**src/rtl/vend_pkg.sv**
```systemverilog
package vend_pkg;
  // credit is counted in units of the smallest coin
  localparam int STEP_CENTS    = 5;
  localparam int NICKEL_UNITS  = 1;
  localparam int DIME_UNITS    = 2;
  localparam int QUARTER_UNITS = 5;
  localparam int PRICE_UNITS   = 5;
  // highest credit = price - 1 + largest coin
  localparam int NUM_STATES    = PRICE_UNITS + QUARTER_UNITS;
  localparam int UNIT_W        = $clog2(NUM_STATES);

  typedef logic [UNIT_W-1:0]     units_t;
  typedef logic [NUM_STATES-1:0] onehot_t;

  typedef struct packed {
    logic quarter;
    logic dime;
    logic nickel;
  } coins_t;

  // change pattern {two_dimes, dime, nickel}
  typedef struct packed {
    logic two_dimes;
    logic dime;
    logic nickel;
  } change_t;

  function automatic units_t coin_value(coins_t c);
    units_t v;
    v = '0;
    if (c.nickel)  v = units_t'(NICKEL_UNITS);
    if (c.dime)    v = units_t'(DIME_UNITS);
    if (c.quarter) v = units_t'(QUARTER_UNITS);
    return v;
  endfunction

  function automatic units_t onehot_index(onehot_t s);
    units_t idx;
    idx = '0;
    for (int i = 0; i < NUM_STATES; i++)
      if (s[i]) idx = units_t'(i);
    return idx;
  endfunction

  function automatic logic at_price(units_t u);
    return u >= units_t'(PRICE_UNITS);
  endfunction

  // overpayment in units -> coins handed back
  function automatic change_t change_for(int over_units);
    change_t c;
    c = '0;
    case (over_units)
      1:       c.nickel    = 1'b1;
      2:       c.dime      = 1'b1;
      3: begin c.dime      = 1'b1; c.nickel = 1'b1; end
      4:       c.two_dimes = 1'b1;
      default: c = '0;
    endcase
    return c;
  endfunction
endpackage

```
**src/rtl/vend_coin_decode.sv**
```systemverilog
module vend_coin_decode
  import vend_pkg::*;
(
  input  coins_t coins,
  output units_t add_units,
  output logic   multi_coin
);
  logic [1:0] coin_count;

  assign coin_count = 2'($countones(coins));
  assign multi_coin = coin_count > 2'd1;
  assign add_units  = multi_coin ? '0 : coin_value(coins);

  // a decoded value is always one legal coin or nothing
  always_comb begin
    p_legal_value_r2: assert (add_units == '0 ||
                              add_units == units_t'(NICKEL_UNITS) ||
                              add_units == units_t'(DIME_UNITS) ||
                              add_units == units_t'(QUARTER_UNITS))
      else $error("illegal decoded coin value");
  end
endmodule

```
**src/rtl/vend_state.sv**
```systemverilog
module vend_state
  import vend_pkg::*;
(
  input  logic    clk,
  input  logic    rst,
  input  units_t  add_units,
  input  logic    multi_coin,
  output onehot_t state_q,
  output units_t  credit
);
  onehot_t state_d;
  units_t  next_credit;
  logic    settling;

  assign credit   = onehot_index(state_q);
  assign settling = at_price(credit);

  always_comb begin
    if (settling)        next_credit = '0;
    else if (multi_coin) next_credit = credit;
    else                 next_credit = units_t'(credit + add_units);
  end

  for (genvar k = 0; k < NUM_STATES; k++) begin : g_bit
    assign state_d[k] = (next_credit == units_t'(k));
  end

  always_ff @(posedge clk) begin
    if (rst) state_q <= onehot_t'(1);
    else     state_q <= state_d;
  end

  p_reset_zero_r1: assert property (@(posedge clk)
    rst |=> state_q == onehot_t'(1));

  p_accumulate_r2: assert property (@(posedge clk) disable iff (rst)
    (!settling && !multi_coin) |=>
      credit == units_t'($past(credit) + $past(add_units)));

  p_idle_hold_r3: assert property (@(posedge clk) disable iff (rst)
    (!settling && add_units == '0) |=> $stable(state_q));

  p_settle_clears_r4: assert property (@(posedge clk) disable iff (rst)
    settling |=> credit == '0);

  p_onehot_r6: assert property (@(posedge clk) disable iff (rst)
    $countones(state_q) == 1);

  p_multi_hold_r8: assert property (@(posedge clk) disable iff (rst)
    (!settling && multi_coin) |=> $stable(state_q));
endmodule

```
**src/rtl/vend_outputs.sv**
```systemverilog
module vend_outputs
  import vend_pkg::*;
(
  input  onehot_t state_q,
  output logic    dispense,
  output logic    ret_nickel,
  output logic    ret_dime,
  output logic    ret_two_dimes
);
  change_t chg;

  always_comb begin
    dispense = 1'b0;
    chg      = '0;
    for (int k = PRICE_UNITS; k < NUM_STATES; k++) begin
      if (state_q[k]) begin
        dispense = 1'b1;
        chg      = chg | change_for(k - PRICE_UNITS);
      end
    end
  end

  assign ret_nickel    = chg.nickel;
  assign ret_dime      = chg.dime;
  assign ret_two_dimes = chg.two_dimes;

  // change is handed back only together with an item
  always_comb begin
    p_change_with_item_r5: assert (!(ret_nickel || ret_dime || ret_two_dimes) || dispense)
      else $error("change without dispense");
  end
endmodule

```
**src/rtl/vend_ctrl.sv**
```systemverilog
module vend_ctrl
  import vend_pkg::*;
(
  input  logic clk,
  input  logic rst,
  input  logic coin_nickel,
  input  logic coin_dime,
  input  logic coin_quarter,
  output logic dispense,
  output logic ret_nickel,
  output logic ret_dime,
  output logic ret_two_dimes
);
  coins_t  coins;
  units_t  add_units;
  logic    multi_coin;
  onehot_t state_q;
  units_t  credit;

  assign coins = '{quarter: coin_quarter, dime: coin_dime, nickel: coin_nickel};

  vend_coin_decode u_decode (
    .coins      (coins),
    .add_units  (add_units),
    .multi_coin (multi_coin)
  );

  vend_state u_state (
    .clk        (clk),
    .rst        (rst),
    .add_units  (add_units),
    .multi_coin (multi_coin),
    .state_q    (state_q),
    .credit     (credit)
  );

  vend_outputs u_out (
    .state_q       (state_q),
    .dispense      (dispense),
    .ret_nickel    (ret_nickel),
    .ret_dime      (ret_dime),
    .ret_two_dimes (ret_two_dimes)
  );

  p_single_dispense_r4: assert property (@(posedge clk) disable iff (rst)
    dispense |=> !dispense);

  p_moore_stable_r7: assert property (@(posedge clk) disable iff (rst)
    $stable(state_q) |-> $stable({dispense, ret_nickel, ret_dime, ret_two_dimes}));
endmodule

```
**config.mk**
```make
export PLATFORM = sky130hd
export DESIGN_NAME = vend_ctrl
export DESIGN_NICKNAME = d
export VERILOG_FILES = /design/src/rtl/vend_pkg.sv /design/src/rtl/vend_coin_decode.sv /design/src/rtl/vend_state.sv /design/src/rtl/vend_outputs.sv /design/src/rtl/vend_ctrl.sv
export SDC_FILE = /design/constraint.sdc
export NUM_CORES = 1
export LEC_CHECK = 0
export BUFFER_PORTS_ARGS = -buffer_cell sky130_fd_sc_hd__buf_2
export CORE_MARGIN = 2
export CORE_UTILIZATION = 49
export DETAILED_ROUTE_END_ITERATION = 6
export GPL_ROUTABILITY_DRIVEN = 0
export PLACE_DENSITY = 0.72
export SLEW_MARGIN = 25
export SYNTH_ARGS = -nofsm -noshare
export SYNTH_HDL_FRONTEND = slang
export SYNTH_SLANG_ARGS = --single-unit
export TNS_END_PERCENT = 20
```
**constraint.sdc**
```tcl
create_clock -name clk -period 2.6 [get_ports clk]
set_clock_uncertainty 0.1 [all_clocks]
set_input_delay 0.52 -clock clk [delete_from_list [all_inputs] [get_ports clk]]
set_output_delay 0.52 -clock clk [all_outputs]
set_load 0.01 [all_outputs]
```
==> metrics, run 1 <==
Mean Syn Cell Area=8.48 um^2; # hold bufs at CTS=0; ys async rst share=0; initial antenna violation count=0; Die X=41.4 um; P_sw=0.299 mW; Cell Rows=13; Total Wirelength=1640 um; total gr overflow=0; full die area=1720 um^2; maxcap violations=0; Mapped Cells=81; CTS tree=built; die span in y=41.4 um; Final Critical Period=2.48 ns; Leak=0.365 nW; power density over cell area=818 nW/um^2; most numerous cell in the Yosys netlist=dfxtp_1; post-synth top area cell=dfxtp_1; Largest Register=u_state.state_q; CP Class=primary input to flop; crit-path cells=buf_2 -> ha_1 -> a21oi_1 -> and2_1 -> a21o_1 -> ha_2 -> ha_2 -> a22oi_1 -> o221ai_1 -> nor4_1; vias in the first global route=665; Worst path top cell family by delay=adder cells; synthesized net count=90; Area Overhead vs Synth=25.1%; worst min-delay path class=primary input to flop; Crit path top cell by count=ha_2; n_diodes=0; setup_tns=0 ns; top cell type's share of synthesized area=0.262; status=complete, no violations; Core ar.=1300 um^2; Net Sw Frac=0.425; vias=698; crit end category=flop; Final Total Pwr=0.703 mW; sequential share of power=0.254; DR DRC count=0; slew margin rel.=0.634; Slowest cell on crit path=ha_1; nets=111; FMAX=403 MHz; final setup violation count=0; Synth Warn #=0; Slew Viols, Final=0; Comb power frac=0.595; Clk pwr share=0.150; Hold Worst Slack=0.476 ns; CP max stage delay=0.29 ns; H-tree depth=1; Arrival @ worst endpoint=2.55 ns; fin crit share=0.955; CP startpoint kind=primary input; hpwl dp=1290 um; layout cells sized above 1=0.347; DP Area=813 um^2; first-pass GRT wire length=2890 um; area of the mapped netlist=687 um^2; Root Buffer Master=clkbuf_4; cell area after layout=860 um^2; WL/cell=14.2 um; initial DRC count=21; post-synthesis sequential area ratio=0.262; crit path max fanout=3; CTS sink count=9; RSZ-0062 raised after global routing=false; crit path buf inv count=1; clk_lat worst skew=0.26 ns; largest net degree at the start of global routing=9; max FFs per register=9; maximum vdd drop=0.000518 V; Largest regs=u_state.state_q: 9 flops; Port Buffer Count=8; final count of hold timing violations=0; Starting Density=0.528; Required @ worst endpoint=2.66 ns; DRT antenna net count=0; GR Util All Layers=0.206; Main synth FF type=dfxtp_1; Synth top cells by count=dfxtp_1, nor3_1, nor2_1; top area cells in the synthesized netlist=dfxtp_1, ha_1, nor3_1, nor3b_1, nor2_1; CTS Buf Count=3; Synth Register Bits=9; I/O pins=9; vias per cell=6.02; drt first pass iters=4; Pint=0.405 mW; post-synthesis cell type count=37; CTS max path bufs=2; Post-synth EDFFs=0; Slew @ Worst Pin=0.544 ns; Reg clk slew, reported paths=0.06 ns
-- cell usage in the layout (no fill, tap or decap), types with 2 or more instances in the layout --
cell type,n
and2_1,2
ha_1,2
nand2_1,4
o21ai_0,3
nor3b_1,2
nor2_1,7
ha_2,2
nand2b_1,3
clkbuf_4,3
buf_4,9
a21oi_1,3
inv_1,3
a211oi_2,2
buf_2,8
a21o_1,2
nor4_1,4
nor3_1,8
dfxtp_1,9
nor3b_2,2
-- worst reg2reg max path: cells and delay by family (launching register included) --
family / cells / cell delay, ns
simple gates: 3 / 0.65
flops: 1 / 0.33
compound gates: 3 / 0.70
fa+ha+maj: 2 / 0.47
-- what timing repair did --
action,4_1_cts,5_1_grt
gates resized for setup,0,5
buffers inserted,0,0
setup endpoints to repair,0,2
-- final cells by class --
class                      count  area (um^2)
tap                           15         18.8
clock buffer                   4         26.3
multi-input combinational     67          512
timing repair buffer          17          108
inverter                       4         15.0
fill                         116          442
sequential                     9          180
-- power groups by stage --
stage / clock [mW] / combinational, mW / sequential, mW
2_1_floorplan: 0 / 0.297 / 0.176
6_report: 0.106 / 0.419 / 0.179
3_3_place_gp: 0 / 0.385 / 0.180
4_1_cts: 0.106 / 0.395 / 0.178
3_5_place_dp: 0 / 0.392 / 0.181
5_1_grt: 0.116 / 0.463 / 0.181
-- stage by stage --
stage	worst slack (ns)	utilization	cells
2_1_floorplan	-0.0613	-	81
3_3_place_gp	-0.139	0.625	112
3_5_place_dp	-0.152	0.625	112
4_1_cts	0.0757	0.645	116
5_1_grt	0.0236	0.661	116
6_report	0.117	0.661	116
-- cell families (layout without fill, tap and decap cells) --
kind of cell	after synthesis	count (layout)	share of synthesized area
DFF	9	9	0.262
adders and majority gates	4	4	0.0729
xor gates and xnor gates	1	1	0.0128
and+or+nand+nor	41	41	0.399
AOI/OAI and AO/OA	21	21	0.224
buffers and inverters	5	25	0.0291
-- per-layer routing --
layer / GRT usage / up-vias / routed length, um
met5: 0 / - / 0
met3: 0.0435 / 2 / 53
li1: - / 350 / -
met4: 0.0194 / 0 / 9
met1: 0.290 / 333 / 819
met2: 0.334 / 13 / 759
-- final timing paths --
check                           cells after the start  slack (ns)                  to               start
worst min register to register                      3        0.61  u_state.state_q[9]  u_state.state_q[7]
worst min-delay path                                4        0.48  u_state.state_q[4]                 rst
worst max-delay path                               10        0.12  u_state.state_q[4]        coin_quarter
worst max register to register                      8        0.25  u_state.state_q[4]  u_state.state_q[6]
No activity file was read; power rests on OpenSTA's default activity.
==> inputs of run 2 (changes only) <==
Settings changed: CORE_AREA from default to 2 2 39 41, CORE_MARGIN 2 to default, CORE_UTILIZATION 49 to default, DIE_AREA from default to 0 0 41 43.
Clock period 2.6 ns to 2.88 ns, I/O delays scaled along.
==> run 2 against run 1 <==
  * Via count decreased by 7.0%
  * Sequential share of layout area increased by 1.8 points
  * Register-to-register slack improved by 0.26 ns
  * Clock power decreased by 13%
  * Sequential power decreased by 10%
  * Final cell count decreased by 4.3%
  * Global-route usage decreased by 0.50 points
  * Non-clock buffer count decreased by 6
  * First-iteration DRC count decreased by 33%
  * Flip-flop and latch count unchanged
  * Wire length decreased by 12%
  * Critical endpoint is now u_state.state_q[5]
  * Largest cell class unchanged
  * Largest power group unchanged
==> metrics, run 2 (synthesis gave the netlist of run 1 again) <==
status=complete, no violations; nets=105 (-5.4%); Reg clk slew, reported paths=0.06 ns (about the same); Hold Path Origin=rst; max FFs per register=9 (unchanged); first-pass GRT wire length=2380 um (-18%); maxcap violations=0 (unchanged); Core ar.=1380 um^2 (+6.3%); Required @ worst endpoint=2.93 ns (+0.27 ns); total gr overflow=0 (unchanged); n_diodes=0 (unchanged); RSZ-0062 raised after global routing=false; crit path max fanout=6 (+3); setup_tns=0 ns (unchanged); DRT antenna net count=0 (unchanged); Cell Rows=14 (+1); post-route insts no fill=111 (-4.3%); Largest Register=u_state.state_q; Slew Viols, Final=0 (unchanged); dpl cells=107 (-4.5%); reg2reg end=u_state.state_q[1]; fin crit share=0.911; RR Startpoint=u_state.state_q[8]; Die X=41 um (-1.1%); CTS sink count=9 (unchanged); Leak=0.332 nW (-9.1%); CP Class=primary input to flop; I/O pins=9 (unchanged); hpwl dp=1160 um (-11%); Root Buffer Master=clkbuf_4; # hold bufs at CTS=0 (unchanged); Final Total Pwr=0.596 mW (-15%); setup bufs post-CTS=0 (unchanged); vias in the first global route=605 (-9.0%); post-CTS sizing=0 (unchanged); Starting Density=0.496 (-0.0315); FF-to-FF path depth=8 (unchanged); reg-to-reg slack, setup=0.51 ns (+0.26 ns); clk_lat worst skew=0.26 ns (about the same); Area Overhead vs Synth=15.1%; worst min-delay path class=primary input to flop; vias=649 (-7.0%); most common cell after layout, fill and taps aside=dfxtp_1; Worst Hold End=u_state.state_q[8]; commonest non-fill, non-tap cells in the layout=dfxtp_1, nor3_1, buf_2; FMAX=381 MHz; vias per cell=5.85 (-2.8%); power density over cell area=754 nW/um^2 (-7.9%); WL/cell=13.0 um (-8.0%); die span in y=43 um (+3.8%); Total Wirelength=1450 um (-12%); CTS Buf Count=3 (unchanged); drt first pass iters=3 (-1); largest net degree at the start of global routing=10 (+1); hold path depth=4 (unchanged); final count of hold timing violations=0 (unchanged); layout cells sized above 1=0.242 (-0.104); CTS tree=built; Largest regs=u_state.state_q: 9 flops; Final Critical Period=2.62 ns; Port Buffer Count=8 (unchanged); full die area=1760 um^2 (+2.7%); slew margin rel.=0.715 (+0.0813); Slew @ Worst Pin=0.422 ns (-0.122 ns); H-tree depth=1 (unchanged); GR Util All Layers=0.201 (-0.00495); initial DRC count=14 (-33%); initial antenna violation count=0 (unchanged); crit end category=flop; maximum vdd drop=0.000358 V (-31%); CTS max path bufs=2 (unchanged); DR DRC count=0 (unchanged); Arrival @ worst endpoint=2.67 ns (+0.12 ns); CP startpoint kind=primary input; final setup violation count=0 (unchanged)
[run 2: changes by cell type in the layout (fill, tap and decap cells not counted), sizes merged]
| cell | before | now |
|---|---|---|
| buf | 17 | 11 |
[run 2: how the worst max path moves through the flow]
stage,start,depth (start not counted),end,slack [ns]
finish,coin_quarter,11,u_state.state_q[5],0.26
detailed placement,coin_quarter,11,u_state.state_q[5],0.01
floorplan,coin_nickel,9,u_state.state_q[2],0.12
global placement,coin_quarter,11,u_state.state_q[5],0.03
global route,coin_quarter,11,u_state.state_q[5],0.10
CTS,coin_quarter,11,u_state.state_q[5],0.26
[run 2: metal layers]
metal | global-route usage | wire [um] | vias to the layer above
li1 | - | - | 344
met1 | 0.233 | 653 | 289
met2 | 0.328 | 736 | 12
met3 | 0.0366 | 39 | 4
met4 | 0.107 | 17 | 0
met5 | 0 | 0 | -
[run 2: area by class of cell]
type,count,area (um^2)
fillers,130,593
clock buffers,4,26.3
multi-input cells,67,487
well taps,16,20.0
flip-flops and latches,9,180
inverters,4,15.0
repair buffers,11,62.6
[run 2: critical path, stage by stage]
cell and delay (ns):
buf_2 0.12, ha_1 0.35, a21oi_1 0.09, and2_1 0.18, a21o_1 0.15, ha_1 0.22
ha_1 0.23, a311oi_1 0.23, a211oi_1 0.09, buf_4 0.16, nor4_1 0.26
[run 2: power by group]
part	internal (mW)	switching (mW)
Sequential	0.144	0.0168
Combinational	0.151	0.191
Clock	0.0531	0.0392
[run 2: through the flow]
| stage | utilization | area (um^2) | hold slack, ns | setup slack, ns |
|---|---|---|---|---|
| global route | 0.571 | 791 | 0.524 | 0.102 |
| finish | 0.571 | 791 | 0.514 | 0.258 |
| CTS | 0.571 | 791 | 0.501 | 0.261 |
| detailed placement | 0.552 | 764 | 0.599 | 0.0104 |
| global placement | 0.552 | 764 | 0.597 | 0.0348 |
| floorplan | - | 687 | 0.540 | 0.122 |
==> inputs of run 3 (changes only) <==
Settings changed: CTS_BUF_LIST from default to sky130_fd_sc_hd__clkbuf_4 sky130_fd_sc_hd__clkbuf_8 sky130_fd_sc_hd__clkbuf_16.
==> run 3 against run 2 <==
  * Final cell count did not move
  * Total power rose by 1.3%
  * Non-clock buffer count did not move
  * Die area did not move
  * Cell area rose by 0.47%
  * Sequential power barely moved
  * Largest power group unchanged
  * Highest routed layer unchanged
==> metrics, run 3 (synthesis gave the netlist of run 1 again) <==
sequential share of power=0.267 (-0.004); drt first pass iters=4 (+1); commonest non-fill, non-tap cells in the layout=dfxtp_1, nor3_1, buf_2; power density over cell area=759 nW/um^2 (+0.77%); Area Overhead vs Synth=15.7%; initial DRC count=12 (-2); CP startpoint kind=primary input; most common cell after layout, fill and taps aside=dfxtp_1; layout cells sized above 1=0.253 (+0.0105); post-CTS sizing=0 (unchanged); first-pass GRT wire length=2340 um (-1.7%); I/O pins=9 (unchanged); CP max stage delay=0.35 ns (about the same); vias in the first global route=607 (+0.33%); P_sw=0.245 mW (-0.75%); crit-path cells=buf_2 -> ha_1 -> a21oi_1 -> and2_1 -> a21o_1 -> ha_1 -> ha_1 -> a311oi_1 -> a211oi_1 -> buf_4 -> nor4_1; Reg clk slew, reported paths=0.06 ns (about the same); total gr overflow=0 (unchanged); Slew Viols, Final=0 (unchanged); vias=655 (+0.92%); maximum vdd drop=0.000398 V (+11%); Starting Density=0.496 (unchanged); Largest Register=u_state.state_q; hpwl dp=1160 um (unchanged); status=complete, no violations; DRT antenna net count=0 (unchanged); n_diodes=0 (unchanged); Final Total Pwr=0.603 mW (+1.3%); cell area after layout=795 um^2 (+0.47%); fin crit share=0.910 (about the same); Port Buffer Count=8 (unchanged); final count of hold timing violations=0 (unchanged); setup bufs post-CTS=0 (unchanged); die span in y=43 um (unchanged); Cell Rows=14 (unchanged); GR Util All Layers=0.198 (-0.00323); Slew @ Worst Pin=0.431 ns (+0.00965 ns); DP Worst Slack=0.0104 ns (unchanged); CP Class=primary input to flop; Required @ worst endpoint=2.93 ns (about the same); largest net degree at the start of global routing=10 (unchanged); Crit path top cell by count=ha_1; Core ar.=1380 um^2 (unchanged); DP Area=764 um^2 (unchanged); Total Wirelength=1430 um (-1.3%); slew margin rel.=0.710 (-0.00540); maxcap violations=0 (unchanged); Die X=41 um (unchanged); clk_lat worst skew=0.25 ns (about the same); vias per cell=5.90 (+0.92%); RSZ-0062 raised after global routing=false; Root Buffer Master=clkbuf_4; final worst slack=0.258 ns (+0.0000870 ns); # hold bufs at CTS=0 (unchanged); crit path max fanout=6 (unchanged); Slowest cell on crit path=ha_1; worst min-delay path class=primary input to flop; final setup violation count=0 (unchanged); nets=105 (unchanged); max FFs per register=9 (unchanged); setup_tns=0 ns (unchanged); Clk pwr share=0.168 (+0.013); Hold Worst Slack=0.512 ns (-0.00235 ns); Final Critical Period=2.62 ns (-0.0000870 ns); CTS Buf Count=3 (unchanged); Largest regs=u_state.state_q: 9 flops; full die area=1760 um^2 (unchanged); Pint=0.358 mW (+2.7%); CTS tree=built; CTS max path bufs=2 (unchanged); FMAX=381 MHz (about the same); CTS sink count=9 (unchanged); WL/cell=12.9 um (-1.3%); Comb power frac=0.565 (-0.010); initial antenna violation count=0 (unchanged); H-tree depth=1 (unchanged); Leak=0.336 nW (+1.0%); Arrival @ worst endpoint=2.67 ns (about the same); DR DRC count=0 (unchanged); crit end category=flop; Net Sw Frac=0.407 (-0.00820)
run 3: cell count changes in the layout (fill, tap and decap cells not counted):
cell,before,now
clkbuf_4,3,4
clkbuf_1,1,0
run 3: layout make-up:
type / instances / area [um^2]
fill: 127 / 589
sequential: 9 / 180
inverter: 4 / 15.0
tap: 16 / 20.0
clock buffer: 4 / 30.0
timing repair buffer: 11 / 62.6
multi-input combinational: 67 / 487
run 3: worst paths after layout:
| path | slack (ns) | cells after the start | start | endpoint |
|---|---|---|---|---|
| worst max-delay path | 0.26 | 11 | coin_quarter | u_state.state_q[5] |
| worst min-delay path | 0.51 | 4 | rst | u_state.state_q[8] |
| worst min register to register | 0.60 | 3 | u_state.state_q[7] | u_state.state_q[8] |
| worst max register to register | 0.51 | 8 | u_state.state_q[8] | u_state.state_q[5] |
run 3: per-stage QoR:
| step | utilization | cells |
|---|---|---|
| final | 0.574 | 111 |
| after global routing | 0.574 | 111 |
| after CTS | 0.574 | 111 |
| after detailed placement | 0.552 | 107 |
| after global placement | 0.552 | 107 |
| after floorplan | - | 81 |
run 3: critical path, delay by kind of cell:
family,cells,cell delay (ns)
AO/OA/AOI/OAI,4,0.56
AND/OR/NAND/NOR,2,0.45
adder cells (fa/ha/maj),3,0.80
buffers and inverters,2,0.28
run 3: power by group through the flow:
| stage | combinational (mW) | clock (mW) | sequential (mW) |
|---|---|---|---|
| floorplan | 0.264 | 0 | 0.159 |
| global placement | 0.337 | 0 | 0.162 |
| detailed placement | 0.337 | 0 | 0.163 |
| CTS | 0.340 | 0.106 | 0.160 |
| global route | 0.384 | 0.113 | 0.164 |
| finish | 0.341 | 0.101 | 0.161 |
run 3: per-layer routing:
layer / part of all wire / routed length (um) / track usage
met1: 0.46 / 660 / 0.222
met2: 0.51 / 724 / 0.328
met3: 0.017 / 24 / 0.0366
met4: 0.012 / 17 / 0.107
met5: 0 / 0 / 0
